### src/rtl/guard_timer_pkg.sv
package guard_timer_pkg;
  localparam int DATA_W = 32;
  localparam int ADDR_W = 12;

  // Register decode; the software map depends on these offsets
  localparam logic [ADDR_W-1:0] ADDR_LOAD  = 12'h000;
  localparam logic [ADDR_W-1:0] ADDR_COUNT = 12'h004;
  localparam logic [ADDR_W-1:0] ADDR_CTRL  = 12'h008;
  localparam logic [ADDR_W-1:0] ADDR_CLEAR = 12'h00C;
  localparam logic [ADDR_W-1:0] ADDR_STAT  = 12'h014;
  localparam logic [ADDR_W-1:0] ADDR_KEY   = 12'hC00;

  localparam logic [DATA_W-1:0] UNLOCK_KEY = 32'h1ACCE551;

  // Strobes from control to datapath
  typedef struct packed {
    logic clear;  // clear interrupt and reload this cycle
    logic run;    // counter enabled
    logic rstEn;  // second expiry may request reset
  } gtStrobe_t;
endpackage

### src/rtl/guard_timer_ctrl.sv
module guard_timer_ctrl
  import guard_timer_pkg::*;
#(
  parameter int CNT_W = 32,
  parameter logic [CNT_W-1:0] LOAD_RST = '1
) (
  input  logic              clk,
  input  logic              rstN,
  input  logic              regWe,
  input  logic [ADDR_W-1:0] regAddr,
  input  logic [DATA_W-1:0] regWdata,
  output logic [DATA_W-1:0] regRdata,
  input  logic [CNT_W-1:0]  curCount,
  input  logic              irqPend,
  output gtStrobe_t         strb,
  output logic [CNT_W-1:0]  loadVal
);
  logic             locked;
  logic [CNT_W-1:0] loadReg;
  logic             runBit;
  logic             rstEnBit;
  logic             writeOpen;

  assign writeOpen = regWe && !locked;

  always_ff @(posedge clk) begin
    if (!rstN) begin
      locked   <= 1'b1;
      loadReg  <= LOAD_RST;
      runBit   <= 1'b0;
      rstEnBit <= 1'b0;
    end else begin
      if (regWe && regAddr == ADDR_KEY)
        locked <= (regWdata != UNLOCK_KEY);
      if (writeOpen && regAddr == ADDR_LOAD)
        loadReg <= regWdata[CNT_W-1:0];
      if (writeOpen && regAddr == ADDR_CTRL) begin
        runBit   <= regWdata[0];
        rstEnBit <= regWdata[1];
      end
    end
  end

  assign strb.clear = writeOpen && (regAddr == ADDR_CLEAR) && regWdata[0];
  assign strb.run   = runBit;
  assign strb.rstEn = rstEnBit;
  assign loadVal    = loadReg;

  always_comb begin
    regRdata = '0;
    case (regAddr)
      ADDR_LOAD:  regRdata[CNT_W-1:0] = loadReg;
      ADDR_COUNT: regRdata[CNT_W-1:0] = curCount;
      ADDR_CTRL:  regRdata[1:0] = {rstEnBit, runBit};
      ADDR_STAT:  regRdata[0] = irqPend;
      ADDR_KEY:   regRdata[0] = locked;
      default:    regRdata = '0;
    endcase
  end


  locked_write_ignored_chk: assert property (@(posedge clk) disable iff (!rstN)
    (locked && regWe && regAddr != ADDR_KEY) |=> ($stable(loadReg) && $stable(runBit) && $stable(rstEnBit)));


  key_unlocks_chk: assert property (@(posedge clk) disable iff (!rstN)
    (regWe && regAddr == ADDR_KEY && regWdata == UNLOCK_KEY) |=> !locked);
endmodule

### src/rtl/guard_timer_dp.sv
module guard_timer_dp
  import guard_timer_pkg::*;
#(
  parameter int CNT_W = 32,
  parameter logic [CNT_W-1:0] LOAD_RST = '1,
  parameter bit RST_HOLD = 1'b0
) (
  input  logic             clk,
  input  logic             rstN,
  input  logic             tickEn,
  input  gtStrobe_t        strb,
  input  logic [CNT_W-1:0] loadVal,
  output logic [CNT_W-1:0] count,
  output logic             irqPend,
  output logic             rstReq
);
  logic atZero;
  logic stepNow;
  logic expire;
  logic rstFire;

  assign atZero  = (count == '0);
  assign stepNow = strb.run && tickEn && !strb.clear;
  assign expire  = stepNow && atZero;
  assign rstFire = expire && irqPend && strb.rstEn;

  always_ff @(posedge clk) begin
    if (!rstN) begin
      count   <= LOAD_RST;
      irqPend <= 1'b0;
    end else if (strb.clear) begin
      count   <= loadVal;
      irqPend <= 1'b0;
    end else if (stepNow) begin
      if (atZero) begin
        count   <= loadVal;
        irqPend <= 1'b1;
      end else begin
        count <= count - 1'b1;
      end
    end
  end

  generate
    if (RST_HOLD) begin : g_hold
      always_ff @(posedge clk) begin
        if (!rstN) rstReq <= 1'b0;
        else       rstReq <= rstReq || rstFire;
      end
    end else begin : g_pulse
      always_ff @(posedge clk) begin
        if (!rstN) rstReq <= 1'b0;
        else       rstReq <= rstFire;
      end
    end
  endgenerate


  reset_needs_pending_chk: assert property (@(posedge clk) disable iff (!rstN)
    $rose(rstReq) |-> ($past(irqPend) && $past(strb.rstEn)));


  frozen_count_chk: assert property (@(posedge clk) disable iff (!rstN)
    (!strb.run && !strb.clear) |=> $stable(count));


  clear_reload_chk: assert property (@(posedge clk) disable iff (!rstN)
    strb.clear |=> (!irqPend && count == $past(loadVal)));


  irq_from_zero_chk: assert property (@(posedge clk) disable iff (!rstN)
    $rose(irqPend) |-> ($past(count) == '0));


  tick_step_chk: assert property (@(posedge clk) disable iff (!rstN)
    (strb.run && tickEn && !strb.clear && count != '0) |=> (count == $past(count) - 1'b1));
endmodule

### src/rtl/guard_timer.sv
module guard_timer
  import guard_timer_pkg::*;
#(
  parameter int CNT_W = 32,
  parameter logic [CNT_W-1:0] LOAD_RST = '1,
  parameter bit RST_HOLD = 1'b0
) (
  input  logic              clk,
  input  logic              rstN,
  input  logic              tickEn,
  input  logic              regWe,
  input  logic [ADDR_W-1:0] regAddr,
  input  logic [DATA_W-1:0] regWdata,
  output logic [DATA_W-1:0] regRdata,
  output logic              irqOut,
  output logic              rstReqOut
);
  gtStrobe_t        strb;
  logic [CNT_W-1:0] loadVal;
  logic [CNT_W-1:0] count;
  logic             irqPend;

  guard_timer_ctrl #(.CNT_W(CNT_W), .LOAD_RST(LOAD_RST)) u_ctrl (
    .clk(clk), .rstN(rstN), .regWe(regWe), .regAddr(regAddr),
    .regWdata(regWdata), .regRdata(regRdata), .curCount(count),
    .irqPend(irqPend), .strb(strb), .loadVal(loadVal)
  );

  guard_timer_dp #(.CNT_W(CNT_W), .LOAD_RST(LOAD_RST), .RST_HOLD(RST_HOLD)) u_dp (
    .clk(clk), .rstN(rstN), .tickEn(tickEn), .strb(strb), .loadVal(loadVal),
    .count(count), .irqPend(irqPend), .rstReq(rstReqOut)
  );

  assign irqOut = irqPend;
endmodule

### config.mk
export PLATFORM = sky130hd
export DESIGN_NAME = guard_timer
export DESIGN_NICKNAME = d
export VERILOG_FILES = /design/src/rtl/guard_timer_pkg.sv /design/src/rtl/guard_timer_ctrl.sv /design/src/rtl/guard_timer_dp.sv /design/src/rtl/guard_timer.sv
export SDC_FILE = /design/constraint.sdc
export NUM_CORES = 1
export LEC_CHECK = 0
export ABC_AREA = 1
export CAP_MARGIN = 20
export CORE_ASPECT_RATIO = 1.4
export CORE_MARGIN = 10
export CORE_UTILIZATION = 49
export DETAILED_ROUTE_END_ITERATION = 7
export DONT_BUFFER_PORTS = 1
export SETUP_SLACK_MARGIN = 0.2
export SLEW_MARGIN = 20
export SYNTH_ARGS = -nofsm -noshare
export SYNTH_HDL_FRONTEND = slang
export SYNTH_SLANG_ARGS = --single-unit
### constraint.sdc
create_clock -name clk -period 4.1 [get_ports clk]
set_input_delay 0.41 -clock clk [delete_from_list [all_inputs] [get_ports clk]]
set_output_delay 0.41 -clock clk [all_outputs]
set_load 0.005 [all_outputs]
**Yosys cells after proc, flatten, opt, wreduce, memory -nomap -nowiden**

Index checks and enable logic that the tools add are counted.

- Register bits: 69
- Input bits: 48
- Output and inout bits: 34
- Logic and storage cells: 39

- $add $sub $neg: 1
- Equal/unequal tests: 6
- Multiplexer cells: 6
- Bitwise logic cells: 1
- Reductions and logical operators: 18

Operators by type and width:

| kind | count |
|---|---|
| $mux 32 | 3 |
| $pmux 30 s2 | 1 |
| $logic_not 32->1 | 1 |
| $ne 32x29->1 const B | 1 |
| $sub 32x1->32 const B | 1 |
| $eq 12x4->1 const B | 2 |
| $eq 12x12->1 const B | 1 |
| $eq 12x3->1 const B | 1 |
| $eq 12x5->1 const B | 1 |
| $logic_not 12->1 | 1 |
| $logic_and 1x1->1 | 11 |
| $pmux 1 s5 | 1 |
| $pmux 1 s3 | 1 |
| $logic_not 1->1 | 2 |
| $reduce_and 2->1 | 1 |
| $reduce_bool 2->1 | 1 |
| $reduce_or 2->1 | 1 |
| $not 1->1 | 1 |

**Depth between registers and ports, before layout**

- Word-level depth: 9
- Depth in mapped cells: 11
- Depth with buffers taken out: 11

**Cells and area by module**

A second synthesis with hierarchy kept.

- Cell total of the unflattened synthesis: 856
- Area, all modules: 5,001.0 sq um

By module, submodules not included:

| module | times used | cells an instance | area an instance (sq um) | seq. area each (sq um) |
|---|---|---|---|---|
| guard_timer_dp | 1 | 505 | 2,817.7 | 680.7 |
| guard_timer_ctrl | 1 | 351 | 2,183.3 | 700.7 |

**Worst setup path after synthesis**

Ideal clock, no wire load.

- Kind: input-to-output
- Start: input port regAddr[1]
- End: output port regRdata[25]
- Data arrival time: 1,321 ps
- Required time: 3,690 ps
- Slack: 2,369 ps
- Cell stages on the path: 6
- Path buffers: 1
- Cells stage by stage: nor2_2 > inv_2 > nor3_1 > nand2_1 > clkbuf_1 > o22ai_1

- Word-level cells in the longest chain between the ends: 2
- Elaborated cells between the ends (all ways): 3
- Classes of those cells: 1 x eq/ne; 1 x mux; 1 x reduce/logical

Ends and longest elaborated chain:

| element | RTL line | text |
|---|---|---|
| start, declared | guard_timer.sv:12 | `input logic [ADDR_W-1:0] regAddr,` |
| $eq 12x3->1 / $logic_not 12->1 (equally long branches) | guard_timer_ctrl.sv:51 | `case (regAddr)` |
| $pmux 30 s2 (*) | guard_timer_ctrl.sv:51 |  |
| end, declared | guard_timer.sv:14 | `output logic [DATA_W-1:0] regRdata,` |

Every way passes the cells marked *; elsewhere a longest branch is shown, timed or not.

**Worst setup path in the final report**

- Start: input port regAddr[7]
- End: register u_ctrl.loadReg[25] (netlist: u_ctrl.loadVal[25])

- Word-level cells in the longest chain between the ends: 2

Ends and longest elaborated chain:

| element | RTL line | text |
|---|---|---|
| $logic_not 12->1 | guard_timer_ctrl.sv:35 | `if (writeOpen && regAddr == ADDR_LOAD)` |
| $logic_and 1x1->1 | guard_timer_ctrl.sv:35 |  |
| end signal, assigned | guard_timer_ctrl.sv:36 | `loadReg <= regWdata[CNT_W-1:0];` |
| end, declared | guard_timer_ctrl.sv:19 | `logic [CNT_W-1:0] loadReg;` |

No other way between the ends.
A chain may end at the register's enable or synchronous reset.

==> results.md <==
- CTS tree: built
- CP required: 4.36 ns
- Hold crit path type: primary input to flop
- Root buffer cell: clkbuf_16
- Remaining Overflow, GRT: 0
- DRC errors left: 0
- Chip Width: 101.6 um
- Compound-Gate Fraction of Synth Area: 17.27%
- I/O pin count: 82
- Status: finished, final reports clean
- Worst slew pin tran: 1.009 ns
- IR drop worst, VDD: 0.0002070 V
- Global-route wire length before repair: 22050 um
- Final Core Density: 53.51%
- Post-route non-filler standard cell count: 821
- Hold_buf cts: 0
- Clock transition at path regs: ~0.060 ns
- Tmin final: 2.335 ns
- Top-area cell type share of the netlist area: between 30% and 40%
- CTS resizes: 0
- Final hold vios: 0
- Max-cap viol count: 0
- Longest Clk Path Bufs: 2
- DRT Pass-1 Iters: 5
- DR vias/cell: 5.614
- Dpl hpwl: 10120 um
- Number of flops mapped to enable cells by yosys: 0
- 1st-iter DRT viols: 325
- Nets: 759
- Initial antenna violation count: 0
- Largest family of logic cells by synthesized area: simple AND/OR/NAND/NOR gates
- Die Y: 134.3 um
- Synth Register Bits: 69
- Setup TNS: 0 ns
- Adder-cell area share of the yosys netlist: 0.5475%
- Commonest cells in the netlist: nand2_1, inv_1, nor2_1
- Leak Pwr: 2.338 nW
- Max transition margin: ~32%
- GP Congestion: between 0.8 and 0.9
- Worst-Skew Late Latency: 0.34 ns
- Worst Setup Path Type: primary input to flop
- Worst Path Max Fanout: 35
- Cell area after synthesis: 4571 sq um
- Most common cell in the netlist: nand2_1
- P&R area growth vs syn: 6.296%
- H-tree Lvls: 3
- Synth Warn #: 0
- Simple-Gate Fraction of Synth Area: 37.67%
- Fmax: 0.4283 GHz
- XOR/XNOR share of the synthesized area: 0.1916%
- CTS buffer count: 9
- Leading area contributor after synthesis: dfxtp_1
- Synth Net Count: between 700 and 800
- Vias in the first global route: between 4k and 5k
- Die footprint: 13650 sq um
- Syn Inst Count: around 730
- Final Skew: 0.005667 ns
- Final count of pins violating max slew: 0
- Final setup viols: 0
- Post-CTS Setup Bufs: 0
- Inst Count DP: 805
- Total track usage: between 20% and 30%
- Count of different cell masters after synthesis: 33
- Startpoint Class: primary input
- CORE AREA: 9080 sq um
- I/O Buffers: 0
- Average wire per standard cell: 16.73 um
- Starting Density: 50.34%
- Clock Sinks: 69
- Asr flop ratio synth: 0%
- # diodes: 0
- Total Wirelength: 13740 um
- RSZ-0062 raised after global routing: no
- PwrDens: 317.1 nW/um^2
- Antenna-violating nets left: 0
- Final Cycle Share: 56.94%
- Largest net degree at the start of global routing: 69
- Post-synthesis sequential area ratio: 30.22%
- Worst endpoint data arrival time: 2.59 ns
- Hold WS: 0.1601 ns
- Syn_area_per_cell: 6.296 sq um
- Post-synthesis mux area share: 0%
- Design Power: 1.541 mW
- Top_reg_cell synth: dfxtp_1
- Ratio of cells with drive above 1 in the final layout: 9.384%
- Vias post-DR: 4609
- Setup crit end kind: flop
- Row cnt: 41
- Top post-synthesis cells by area: dfxtp_1, nand2_1, inv_1
[cells in the final DEF (no fill, tap or decap), types with 2 or more instances in the layout]
| cell type | netlist | routed |
|---|---|---|
| o211ai_1 | 31 | 31 |
| nor3_1 | 4 | 4 |
| nand2_2 | 14 | 15 |
| inv_2 | 3 | 3 |
| ha_1 | 2 | 2 |
| nor4b_1 | 2 | 2 |
| o21bai_1 | 4 | 4 |
| nor2_1 | 72 | 72 |
| clkbuf_8 | 0 | 2 |
| dfxtp_1 | 69 | 69 |
| clkinv_2 | 0 | 2 |
| buf_4 | 3 | 3 |
| inv_1 | 114 | 114 |
| nand3_1 | 61 | 61 |
| nor2_4 | 4 | 4 |
| o22ai_1 | 30 | 30 |
| o21ai_2 | 4 | 3 |
| nand2_1 | 181 | 180 |
| bufinv_16 | 0 | 2 |
| nor2_2 | 11 | 11 |
| o21ai_0 | 48 | 48 |
| a21oi_1 | 10 | 10 |
| nand3_2 | 11 | 11 |
| clkbuf_16 | 0 | 9 |
| nand4_1 | 13 | 13 |
[flip-flops by register name, summed over array words and instances, names as in the netlist]
name / cells
u_ctrl.loadVal: 32
u_ctrl.locked: 1
u_ctrl.rstEnBit: 1
u_ctrl.runBit: 1
u_dp.count: 32
u_dp.irqPend: 1
u_dp.rstReq: 1
[path summary, 6_finish.rpt]
| path | from | to | slack, ns | cells after the start |
|---|---|---|---|---|
| hold / removal | rstN | u_ctrl.locked | 0.16 | 1 |
| setup / recovery | regAddr[7] | u_ctrl.loadVal[25] | 1.77 | 8 |
| hold reg to reg | u_ctrl.runBit | u_ctrl.runBit | 0.50 | 2 |
| setup reg to reg | u_ctrl.locked | u_dp.count[22] | 1.86 | 8 |
[cell families (layout without fill, tap and decap cells)]
logic type	count (synthesis)	after routing
AOI/OAI and AO/OA	129	129
xor gates and xnor gates	1	1
adders and majority gates	2	2
buffers and inverters	148	136
DFF	69	69
and+or+nand+nor	377	377
[critical path, stage by stage]
cell	delay, ns
nor2_1	0.12
nand2_1	0.12
nor2_4	0.21
nand2_2	0.46
nor2_4	0.77
buf_4	0.33
nand2_1	0.08
o211ai_1	0.09
[per-layer routing]
| layer | GRT usage (%) | vias to the layer above | share of wire (%) |
|---|---|---|---|
| met3 | 4.627 | 18 | 8.5 |
| met5 | 0 | - | 0 |
| li1 | - | 2328 | - |
| met1 | 24.54 | 2100 | 41 |
| met2 | 33.67 | 163 | 49 |
| met4 | 8.054 | 0 | 1.7 |
[per-stage QoR]
step                setup WS, ns  cell area [sq um]
floorplan                  2.369               4571
global placement           1.502               4529
detailed placement         1.400               4529
CTS                        1.465               4856
global route               1.492               4858
finish                     1.765               4858
[cell type report]
cell class                      instances  area [sq um]
Multi-Input combinational cell        509          2555
Sequential cell                        69          1381
Inverter                              117         439.2
Fill cell                             936          4222
Tap cell                              107         133.9
Clock inverter                          4         70.07
Timing Repair Buffer                    3         22.52
Clock buffer                           12         256.5
[where the power goes]
part           switching, mW  total, mW  internal (mW)
clock network          0.294      0.858          0.564
logic                0.00724     0.0127        0.00546
registers         0.00000200      0.671          0.671
total                  0.301       1.54           1.24
No activity file was read; power rests on OpenSTA's default activity.
